File: config.mk
export PLATFORM = sky130hd
export DESIGN_NAME = addr_latch_demux
export DESIGN_NICKNAME = d
export VERILOG_FILES = /design/src/rtl/alx_pkg.sv /design/src/rtl/alx_mode_decode.sv /design/src/rtl/alx_sel_decode.sv /design/src/rtl/alx_bit_cell.sv /design/src/rtl/addr_latch_demux.sv
export SDC_FILE = /design/constraint.sdc
export NUM_CORES = 1
export LEC_CHECK = 0
export CAP_MARGIN = 25
export CORE_AREA = 2 2 39 41
export CTS_CLUSTER_DIAMETER = 100
export DETAILED_ROUTE_END_ITERATION = 8
export DIE_AREA = 0 0 41 43
export DONT_BUFFER_PORTS = 1
export PLACE_DENSITY = 0.48
export SLEW_MARGIN = 20
export SYNTH_ARGS = -nofsm -noshare
export SYNTH_HDL_FRONTEND = slang
export SYNTH_SLANG_ARGS = --single-unit
File: constraint.sdc
create_clock -name clk -period 0.8 [get_ports clk]
set_input_delay 0.04 -clock clk [delete_from_list [all_inputs] [get_ports clk]]
set_output_delay 0.04 -clock clk [all_outputs]
set_load 0.05 [all_outputs]
File: src/rtl/alx_pkg.sv
package alx_pkg;

  typedef enum logic [1:0] {
    MODE_WRITE = 2'd0,
    MODE_HOLD  = 2'd1,
    MODE_DEMUX = 2'd2,
    MODE_CLEAR = 2'd3
  } alx_mode_e;

endpackage

File: src/rtl/alx_mode_decode.sv
module alx_mode_decode
  import alx_pkg::*;
(
  input  logic      en_n,
  input  logic      clr_n,
  output alx_mode_e mode
);

  always_comb begin
    unique case ({en_n, clr_n})
      2'b01:   mode = MODE_WRITE;
      2'b11:   mode = MODE_HOLD;
      2'b00:   mode = MODE_DEMUX;
      default: mode = MODE_CLEAR;
    endcase
  end

endmodule

File: src/rtl/alx_sel_decode.sv
module alx_sel_decode #(
  parameter int NUM_OUT = 8,
  localparam int ADDR_W = (NUM_OUT > 1) ? $clog2(NUM_OUT) : 1
) (
  input  logic [ADDR_W-1:0]  sel,
  output logic [NUM_OUT-1:0] hit
);

  for (genvar k = 0; k < NUM_OUT; k++) begin : g_hit
    assign hit[k] = (sel == ADDR_W'(k));
  end

endmodule

File: src/rtl/alx_bit_cell.sv
module alx_bit_cell
  import alx_pkg::*;
(
  input  logic      clk,
  input  logic      rst,
  input  alx_mode_e mode,
  input  logic      hit,
  input  logic      din,
  output logic      q
);

  logic q_nxt;

  always_comb begin
    q_nxt = q;
    unique case (mode)
      MODE_WRITE: if (hit) q_nxt = din;
      MODE_HOLD:  q_nxt = q;
      MODE_DEMUX: q_nxt = hit & din;
      MODE_CLEAR: q_nxt = 1'b0;
      default:    q_nxt = q;
    endcase
  end

  always_ff @(posedge clk) begin
    if (rst) q <= 1'b0;
    else     q <= q_nxt;
  end

endmodule

File: src/rtl/addr_latch_demux.sv
module addr_latch_demux
  import alx_pkg::*;
#(
  parameter int NUM_OUT = 8,
  localparam int ADDR_W = (NUM_OUT > 1) ? $clog2(NUM_OUT) : 1
) (
  input  logic               clk,
  input  logic               rst,
  input  logic [ADDR_W-1:0]  sel_addr,
  input  logic               din,
  input  logic               en_n,
  input  logic               clr_n,
  output logic [NUM_OUT-1:0] q_out
);

  alx_mode_e          mode;
  logic [NUM_OUT-1:0] hit;

  alx_mode_decode u_mode (
    .en_n  (en_n),
    .clr_n (clr_n),
    .mode  (mode)
  );

  alx_sel_decode #(.NUM_OUT(NUM_OUT)) u_sel (
    .sel (sel_addr),
    .hit (hit)
  );

  for (genvar i = 0; i < NUM_OUT; i++) begin : g_cell
    alx_bit_cell u_cell (
      .clk  (clk),
      .rst  (rst),
      .mode (mode),
      .hit  (hit[i]),
      .din  (din),
      .q    (q_out[i])
    );
  end

endmodule

==> summary.txt <==
Run status
  • Run status: complete, but fails checks
  • Violated checks: hold timing

Floorplan
  • Site Rows: 14
  • Chip Height: 43 um
  • Die area: 1763 um^2
  • Core area: 1384 um^2
  • I/O pins: 16
  • Chip width: 41 um
  • Initial core utilization: 32.82%

GRT
  • Number of global-route vias before repair: 324
  • Largest net degree at the start of global routing: 10
  • First-pass GRT wire length: 1331 um
  • Grt total ovfl: 0
  • Gr usage total: 12.56%
  • Initial antenna violation count: 0

Timing
  • Fmax: 1284 MHz
  • RSZ-0062 raised after global routing: yes
  • Final setup viols: 0
  • Final clock skew: 0 ns
  • Hold WS: -0.05770 ns
  • Worst slew pin tran: 0.4885 ns
  • Fin crit period: 0.7786 ns
  • Slew Limit Fails: 0
  • Final worst setup slack: 0.02145 ns
  • Final Cycle Share: 97.32%
  • Fin. Hold Viols: 8
  • Slew margin rel.: 66.97%

Yosys
  • Sequential area share after synthesis: 35.26%
  • Post-synth top cells: buf_4, dfxtp_1, mux2i_1, nand3b_1, nor4b_1
  • Unique masters post-synth: 12
  • Gate Count Post-Synth: 43
  • Mapped cell area: 454.2 um^2
  • Synth Warn #: 0
  • Post-Syn Area per Cell: 10.56 um^2
  • Post-synth ARST share: 0%
  • Synth top area share: 35.26%
  • Post-synth top area cell: dfxtp_1
  • EDFF count, synth: 0
  • Net Count, Synth: 51
  • Most used DFF post-synth: dfxtp_1
  • #FFs+latches synth: 8
  • Ranking of synthesized cells by area: dfxtp_1, mux2i_1, buf_4

Clocking
  • Root Buffer Master: clkbuf_4
  • TritonCTS Sinks: 8
  • Clock buffer count from CTS: 3
  • Clock transition at path regs: 0.06 ns
  • CTS Buffer Depth: 2
  • CTS tree: built
  • H-tree depth: 1
  • Clock Latency Late Sink: 0.25 ns

Pwr
  • Sw Ratio: 22.12%
  • Peak supply drop: 0.6064 mV
  • P per Cell Area: 1374 nW/um^2
  • Logic pwr share: 10.0%
  • Psw: 176.4 uW
  • Clock share of power: 38.5%
  • P_leak: 0.2138 nW
  • Internal power: 621.1 uW
  • Power, Total: 797.5 uW
  • Seq pwr share: 51.5%

Critical path
  • Worst Path Required: 0.76 ns
  • Setup CP Type: reg2out
  • Crit path cell chain: buf_8
  • WP buf/inv: 1
  • Worst Path Max Fanout: 2
  • R2r setup slk: 0.09 ns
  • Crit end category: output pin
  • Crit-path max cell delay: 0.34 ns
  • CP top delay family: flip-flops
  • Arrival time at the worst endpoint: 0.74 ns
  • CP Launch Type: flip-flop
  • Instance count on the critical path: 1
  • Worst path slowest cell: dfxtp_2
  • Cell depth of the worst flop-to-flop path: 3

Finish
  • Max reg flops: 8
  • Share of layout cells above drive strength 1: 51.06%
  • Reg with most FFs: g_cell.u_cell.q
  • P&R area growth vs syn: 27.82%
  • Top Registers: g_cell.u_cell.q x8
  • Multi-input logic area: 225.2 um^2
  • # nets final: 57
  • Fillers: 134
  • Fin area: 580.6 um^2
  • Reg area: 170.2 um^2
  • Number of diodes: 0

Drt
  • DRT antenna net count: 0
  • TritonRoute pass-1 iters: 1
  • Routed len/inst: 14.65 um
  • Iteration-0 DRC Markers: 0
  • DR vias/cell: 5.286
  • Vias post-DR: 333
  • DR DRC count: 0
  • Routed Wire Length: 923 um

Hold path
  • Hold depth: 2
  • Hold crit path type: in2reg

Place
  • Port buffer count: 0
  • Instance area at placement: 465.4 um^2
  • Worst slack, placed: -0.03048 ns
  • Routability congestion estimate: 0.6364

Run
  • Max cap viols: 0
routing by layer:
metal	vias up	global-route usage, %	part of all wire [%]
li1	162	-	-
met2	16	14.69	50
met4	0	10.00	0
met1	155	14.84	41
met5	-	0	0
met3	0	8.901	9.1
power by group through the flow:
stage	Sequential (mW)	Combinational [mW]	Clock (mW)
6_report	0.411	0.0801	0.307
5_1_grt	0.411	0.0832	0.361
4_1_cts	0.410	0.0734	0.325
3_5_place_dp	0.416	0.0697	0
3_3_place_gp	0.416	0.0686	0
2_1_floorplan	0.415	0.0713	0
metrics by stage:
step,std cells,setup TNS (ns),utilization (%)
2_1_floorplan,43,0,-
3_3_place_gp,57,0,33.63
3_5_place_dp,57,-0.04094,33.63
4_1_cts,60,0,38.16
5_1_grt,63,-0.1383,41.95
6_report,63,0,41.95
layout by cell type, fill, tap and decap left out:
cell type	Yosys	final
and4bb_1	1	1
and4bb_2	2	2
buf_4	8	3
buf_8	0	8
clkbuf_4	0	3
dfxtp_2	0	8
mux2i_1	8	8
nand2b_1	1	1
nand3b_1	8	8
nand4b_1	1	1
nor4_1	1	1
nor4b_1	3	3
area by class of cell:
type	instances	area share (%)
clock buffer	3	3.879
multi-input combinational	25	38.79
sequential	8	29.31
tap	16	3.448
timing repair buffer	11	24.57
path summary, 6_finish.rpt:
| kind | to | start |
|---|---|---|
| hold reg to reg | g_cell[4].u_cell.q$_SDFFE_PP0P_ | g_cell[4].u_cell.q$_SDFFE_PP0P_ |
| setup reg to reg | g_cell[0].u_cell.q$_SDFFE_PP0P_ | g_cell[0].u_cell.q$_SDFFE_PP0P_ |
| setup / recovery | q_out[2] | g_cell[2].u_cell.q$_SDFFE_PP0P_ |
| hold / removal | g_cell[0].u_cell.q$_SDFFE_PP0P_ | clr_n |
kinds of logic after synthesis:
family | after synthesis | share of synthesized area [%]
buf+inv | 10 | 15.15
flops | 8 | 35.26
mux | 8 | 17.63
simple gates | 17 | 31.96
timing repair:
item | CTS | global route
hold endpoints to repair | 8 | 8
setup endpoints to repair | 8 | 8
resized for setup | 16 | 8
cloned | 0 | 0
setup buffers | 0 | 3
Note: power is estimated with default switching activity, not from simulation.
